### config.mk
export PLATFORM = sky130hd
export DESIGN_NAME = upstream_ais_det
export DESIGN_NICKNAME = d
export VERILOG_FILES = /design/src/rtl/upstream_ais_det.sv
export SDC_FILE = /design/constraint.sdc
export NUM_CORES = 1
export LEC_CHECK = 0
export ABC_AREA = 1
export BUFFER_PORTS_ARGS = -buffer_cell sky130_fd_sc_hd__buf_2
export CAP_MARGIN = 20
export CORE_ASPECT_RATIO = 1.2
export CORE_UTILIZATION = 25
export CTS_CLUSTER_DIAMETER = 120
export CTS_CLUSTER_SIZE = 8
export DETAILED_ROUTE_END_ITERATION = 10
export GPL_TIMING_DRIVEN = 0
export PLACE_DENSITY = 0.59
export SETUP_SLACK_MARGIN = 0.02
export SYNTH_ARGS = -nofsm -noshare
export SYNTH_HDL_FRONTEND = slang
export SYNTH_SLANG_ARGS = --single-unit
### constraint.sdc
create_clock -name clk -period 2.2 [get_ports clk]
set_clock_uncertainty 0.05 [all_clocks]
set_input_delay 0.22 -clock clk [delete_from_list [all_inputs] [get_ports clk]]
set_output_delay 0.22 -clock clk [all_outputs]
set_load 0.02 [all_outputs]
### src/rtl/upstream_ais_det.sv
module upstream_ais_det #(
  parameter int BYTE_W      = 8,
  parameter int MAJ_THRESH  = 5,
  parameter int SYNC_STAGES = 2
) (
  input  logic              clk,
  input  logic              rst_n,
  input  logic              frame_strobe,
  input  logic [BYTE_W-1:0] e1_byte,
  input  logic              stat_in,
  input  logic              pais_in,
  input  logic              src_ext,
  input  logic              line_ais_en,
  input  logic              rdi_en,
  output logic              e1_alarm,
  output logic              stat_alarm,
  output logic              pais_alarm,
  output logic              line_ais_req,
  output logic              rdi_req
);
  localparam int CW = $clog2(BYTE_W + 1);

  function automatic logic [CW-1:0] ones(input logic [BYTE_W-1:0] b);
    logic [CW-1:0] n;
    n = '0;
    for (int i = 0; i < BYTE_W; i++) n = n + CW'(b[i]);
    return n;
  endfunction

  logic vote;
  assign vote = ones(e1_byte) >= CW'(MAJ_THRESH);

  always_ff @(posedge clk or negedge rst_n)
    if (!rst_n)            e1_alarm <= 1'b0;
    else if (src_ext)      e1_alarm <= 1'b0;
    else if (frame_strobe) e1_alarm <= vote;

  logic [SYNC_STAGES-1:0] stat_sync, pais_sync;
  always_ff @(posedge clk or negedge rst_n)
    if (!rst_n) begin
      stat_sync <= '0;
      pais_sync <= '0;
    end else begin
      stat_sync <= {stat_sync[SYNC_STAGES-2:0], stat_in};
      pais_sync <= {pais_sync[SYNC_STAGES-2:0], pais_in};
    end

  assign stat_alarm = src_ext & stat_sync[SYNC_STAGES-1];
  assign pais_alarm = src_ext & pais_sync[SYNC_STAGES-1];

  logic upstream;
  assign upstream     = e1_alarm | stat_alarm | pais_alarm;
  assign line_ais_req = upstream & line_ais_en;
  assign rdi_req      = upstream & rdi_en;


  enter_chk: assert property (@(posedge clk) disable iff (!rst_n)
    (frame_strobe && !src_ext && $countones(e1_byte) >= MAJ_THRESH) |=> e1_alarm);

  exit_chk: assert property (@(posedge clk) disable iff (!rst_n)
    (frame_strobe && !src_ext && $countones(e1_byte) < MAJ_THRESH) |=> !e1_alarm);

  hold_chk: assert property (@(posedge clk) disable iff (!rst_n)
    (!frame_strobe && !src_ext) |=> $stable(e1_alarm));

  ext_mask_chk: assert property (@(posedge clk) disable iff (!rst_n)
    src_ext |=> !e1_alarm);

  lead_mask_chk: assert property (@(posedge clk) disable iff (!rst_n)
    !src_ext |-> !(stat_alarm || pais_alarm));

  line_gate_chk: assert property (@(posedge clk) disable iff (!rst_n)
    line_ais_req |-> (line_ais_en && (e1_alarm || stat_alarm || pais_alarm)));

  rdi_gate_chk: assert property (@(posedge clk) disable iff (!rst_n)
    rdi_req |-> (rdi_en && (e1_alarm || stat_alarm || pais_alarm)));
endmodule

---- After elaboration in Yosys (flattened, before gate mapping) ----
Cells that the tools add are included.
operators by class
  $add $sub $neg .......................... 7
  multiply operators ...................... 0
  divide/modulo/power cells ............... 0
  order comparisons ....................... 1
  eq/ne operators ......................... 0
  shift operators ......................... 0
  mux-type cells .......................... 2
  bitwise logic cells ..................... 6
  reductions and logical operators ........ 1
operators by type and width
  cell                count
  $add 4x1->4         4
  $add 3x1->4         1
  $and 1x1->1         4
  $ge 4x3->1 const B  1
  $add 2x1->3         1
  $add 1x1->2         1
  $mux 1              2
  $or 1x1->1          2
  $reduce_bool 2->1   1
word-level totals
  flip-flop bits (word level) ............. 5
  bits in latches ......................... 0
  memory bits (writable) .................. 0
  memory bits (read-only) ................. 0
  output and inout port bits .............. 5
  memories kept ........................... 0

---- Longest topological paths before layout ----
  depth after elaboration ................. 10
  depth in mapped cells ................... 13

---- Worst setup path after synthesis ----
OpenSTA, ideal clock, no wires.
  path kind ............................... input to register
  start point ............................. in e1_byte[0]
  end point ............................... reg e1_alarm
  library setup time ...................... 71 ps
  arrival time ............................ 2700 ps
  path slack .............................. -621 ps
  stages on the path ...................... 13
  path buffers ............................ 0
  cell sequence ........................... inv_1 -> fa_1 -> fa_1 -> fa_1 -> inv_1 -> ha_1 -> inv_1 -> fa_1 -> nand2_4 -> nand2_1 -> nor2_1 -> nor2_1 -> nor2_1
between the ends
  cells in the longest elaborated chain, start to end .. 10
RTL lines
  item                       RTL line  text
  from (decl)                9         input logic [BYTE_W-1:0] e1_byte,
  $add 1x1->2                26        for (int i = 0; i < BYTE_W; i++) n = n + CW'(b[i]);
  $add 2x1->3                26
  $add 3x1->4                26
  $add 4x1->4 (4 in series)  26
  $ge 4x3->1                 31        assign vote = ones(e1_byte) >= CW'(MAJ_THRESH);
  $mux 1                     36        else if (frame_strobe) e1_alarm <= vote;
  $mux 1                     35        else if (src_ext) e1_alarm <= 1'b0;
  to (signal assigned)       36
  to (decl)                  15        output logic e1_alarm,
Every way passes these cells. The select of a mux whose other input is x is not followed.
A chain may end at the register's enable or synchronous reset.

---- Worst setup path after layout ----
Ends and elaborated chain as after synthesis.

==> summary.md <==
| Metric | Value |
|---|---|
| Post-synth ARST share | 100% |
| Syn avg cell area | between 8 and 9 sq um |
| Top Family by Delay on Critical Path | adder cells |
| Routed Antenna Nets | 0 |
| Htree depth | 1 |
| Worst setup startpoint | e1_byte[0] |
| Worst Reg-to-Reg Cells | 2 |
| Worst Setup Slack, final | -0.499 ns |
| Hold Crit Class | input port to flop |
| Via density | between 3 and 4 |
| YS warnings | 0 |
| LEAKAGE | between 0.3 and 0.4 nW |
| Clk sinks | 5 |
| Worst r2r src | e1_alarm$_DFFE_PN0P_ |
| Post-layout util | between 30% and 40% |
| Synth cell types | 10 |
| Failing checks | setup timing |
| DR iter-0 viols | 2 |
| Fin cells | 90 |
| Pins over their slew limit | 0 |
| Crit-path slowest cell | fa_1 |
| Hold path cells | 1 |
| Worst-case clock buffer depth | 2 |
| Hpwl dp | ~510 um |
| Area delta synth->final | 43.1% |
| CTS root buf | clkbuf_4 |
| Peak supply drop | roughly 320 uV |
| First-pass GRT wire length | about 990 um |
| Worst Setup End Kind | flop |
| Share of cells above drive strength 1 | approximately two fifths |
| Largest net degree at the start of global routing | 6 |
| Clock slew at the register clock pins of the worst setup and hold paths | around 0.040 ns |
| Syn_nets | 71 |
| Top post-synthesis cells by area | dfrtp_1 (32%), fa_1 (20%), inv_1 (17%), ha_1 (9.6%), nand2_1 (7.7%) |
| Crit path top cell by count | fa_1 |
| Startpoint of the worst hold path | pais_in |
| RSZ-0062 raised after global routing | true |
| Worst path cell trace | buf_6 -> inv_2 -> fa_1 -> fa_1 -> fa_1 -> inv_1 -> ha_2 -> inv_2 -> fa_1 -> nand2_4 -> nand2_2 -> nor2_1 -> nor2_1 -> nor2_1 |
| Die ar. | 1730 sq um |
| Number of global-route vias before repair | about 310 |
| N_diodes | 0 |
| Syn Inst Count | between 40 and 50 |
| Worst path buffer plus inverter count | 4 |
| FMAX | approximately 0.37 GHz |
| Num rows | 15 |
| Seq. cell area | approximately 130 sq um |
| Tot Pwr | roughly 0.00036 W |
| Arrival time worst endpoint | approximately 2.8 ns |
| Most used DFF post-synth | dfrtp_1 |
| Yosys top cell by area | dfrtp_1 |
| Data required time of the worst path | approximately 2.3 ns |
| Starting Density | approximately 27% |
| Clock Latency Late Sink | ~0.23 ns |
| Postcts setup bufs | 0 |
| Final setup violation count | 1 |
| GRT Util Overall | 8.43% |
| Synth top area share | 31.9% |
| Drc violations | 0 |
| GP Congestion | about 0.63 |
| Seq cells post-synth | 5 |
| Seq/Total Area, Yosys | between 30% and 40% |
| Setup_tns | -0.499 ns |
| CP peak stage delay | 0.55 ns |
| Filler cells | about 150 |
| Chip width | 38.1 um |
| Crit path kind | input port to flop |
| I/O pin cnt | 21 |
| Final worst-path cycle share | 123% |
| Grt ovf | 0 |
| Final WL | between 500 and 600 um |
| Final hold violations | 0 |
| Hold Path End | pais_sync[0]$_DFF_PN0_ |
| Placed cells | 85 |
| CP max FO | 2 |
| CP Launch Type | input port |
| Via count | approximately 340 |
| Slew Limit Headroom | around 93% |
| TritonRoute pass-1 iters | 2 |
| CTS tree | built |
| Max-cap violations | 0 |
| Final nets | between 90 and 100 |
| WHS | ~0.04 ns |
| Most instantiated library cell after synthesis | inv_1 |
| Power per cell area | 637 nW/um^2 |
| Mapped Area | between 300 and 400 sq um |
| Area of the multi-input gates | ~200 sq um |
| Post-route minimum period | 2.70 ns |
| Num CTS Buffers | 3 |
| Status | finished with violations |
| CORE AREA | 1450 sq um |
| Reg2Reg Capture Point | e1_alarm$_DFFE_PN0P_ |
| Post-synth EDFFs | 0 |
| Worst R2R Setup Slack | 1.48 ns |
| Synth cell count leaders | inv_1 (18), nand2_1 (8), dfrtp_1 (5), nor2_1 (5), fa_1 (4) |
| Wire length per cell | 6.21 um |
| # port buffers | 20 |
| Slew @ Worst Pin | between 0.1 and 0.15 ns |
| Die H | approximately 45 um |
| Initial antenna violation count | 0 |
## worst max path at each step
| stage | end | cells after the start |
|---|---|---|
| 2_1_floorplan | e1_alarm$_DFFE_PN0P_ | 13 |
| 3_3_place_gp | e1_alarm$_DFFE_PN0P_ | 14 |
| 3_5_place_dp | e1_alarm$_DFFE_PN0P_ | 14 |
| 4_1_cts | e1_alarm$_DFFE_PN0P_ | 14 |
| 5_1_grt | e1_alarm$_DFFE_PN0P_ | 14 |
| 6_report | e1_alarm$_DFFE_PN0P_ | 14 |
## what timing repair did
item	in CTS	in global routing
setup endpoints to repair	1	1
hold buffers	1	0
resized for setup	6	0
hold endpoints to repair	5	0
## state kept, by name, indices dropped and copies added, names as in the netlist
signal / flops
stat_sync: 2
e1_alarm: 1
pais_sync: 2
## power breakdown
part / internal, W / switching (W)
logic: 0.0000702 / 0.0000842
registers: 0.0000989 / 0.00000288
clock network: 0.0000683 / 0.0000329
total: 0.000237 / 0.000120
## layout make-up
cell class | count | share of cell area, %
well taps | 17 | 3.79
inverters | 19 | 12.7
flip-flops and latches | 5 | 22.3
repair buffers | 21 | 20.8
clock buffers | 4 | 4.69
multi-input cells | 24 | 35.7
## metrics by stage
step	area (sq um)	setup slack, ns
2_1_floorplan	392	-0.621
3_3_place_gp	513	-0.796
3_5_place_dp	513	-0.806
4_1_cts	561	-0.507
5_1_grt	561	-0.627
6_report	561	-0.499
## logic make-up (layout without fill, tap and decap cells)
| group | Yosys count | count (layout) | share of synthesized area (%) |
|---|---|---|---|
| DFF | 5 | 5 | 31.9 |
| adders and majority gates | 7 | 7 | 30.0 |
| buffers and inverters | 19 | 44 | 18.2 |
| and+or+nand+nor | 16 | 16 | 17.9 |
| AOI/OAI and AO/OA | 1 | 1 | 1.92 |
## cell usage in the layout (no fill, tap or decap), types with 2 or more instances in the layout
master    count
buf_2        19
nor2_1        5
clkbuf_4      3
nand2_1       7
fa_1          4
inv_1        15
nand3_1       2
dfrtp_1       5
ha_1          2
inv_2         4
## per-layer routing
layer	vias to the layer above	wire length [um]	track usage, %
li1	181	-	-
met3	0	15	2.96
met4	0	0	6.43
met5	-	0	0
met2	6	329	14.9
met1	155	214	7.52
Note: power is estimated with default switching activity, not from simulation.
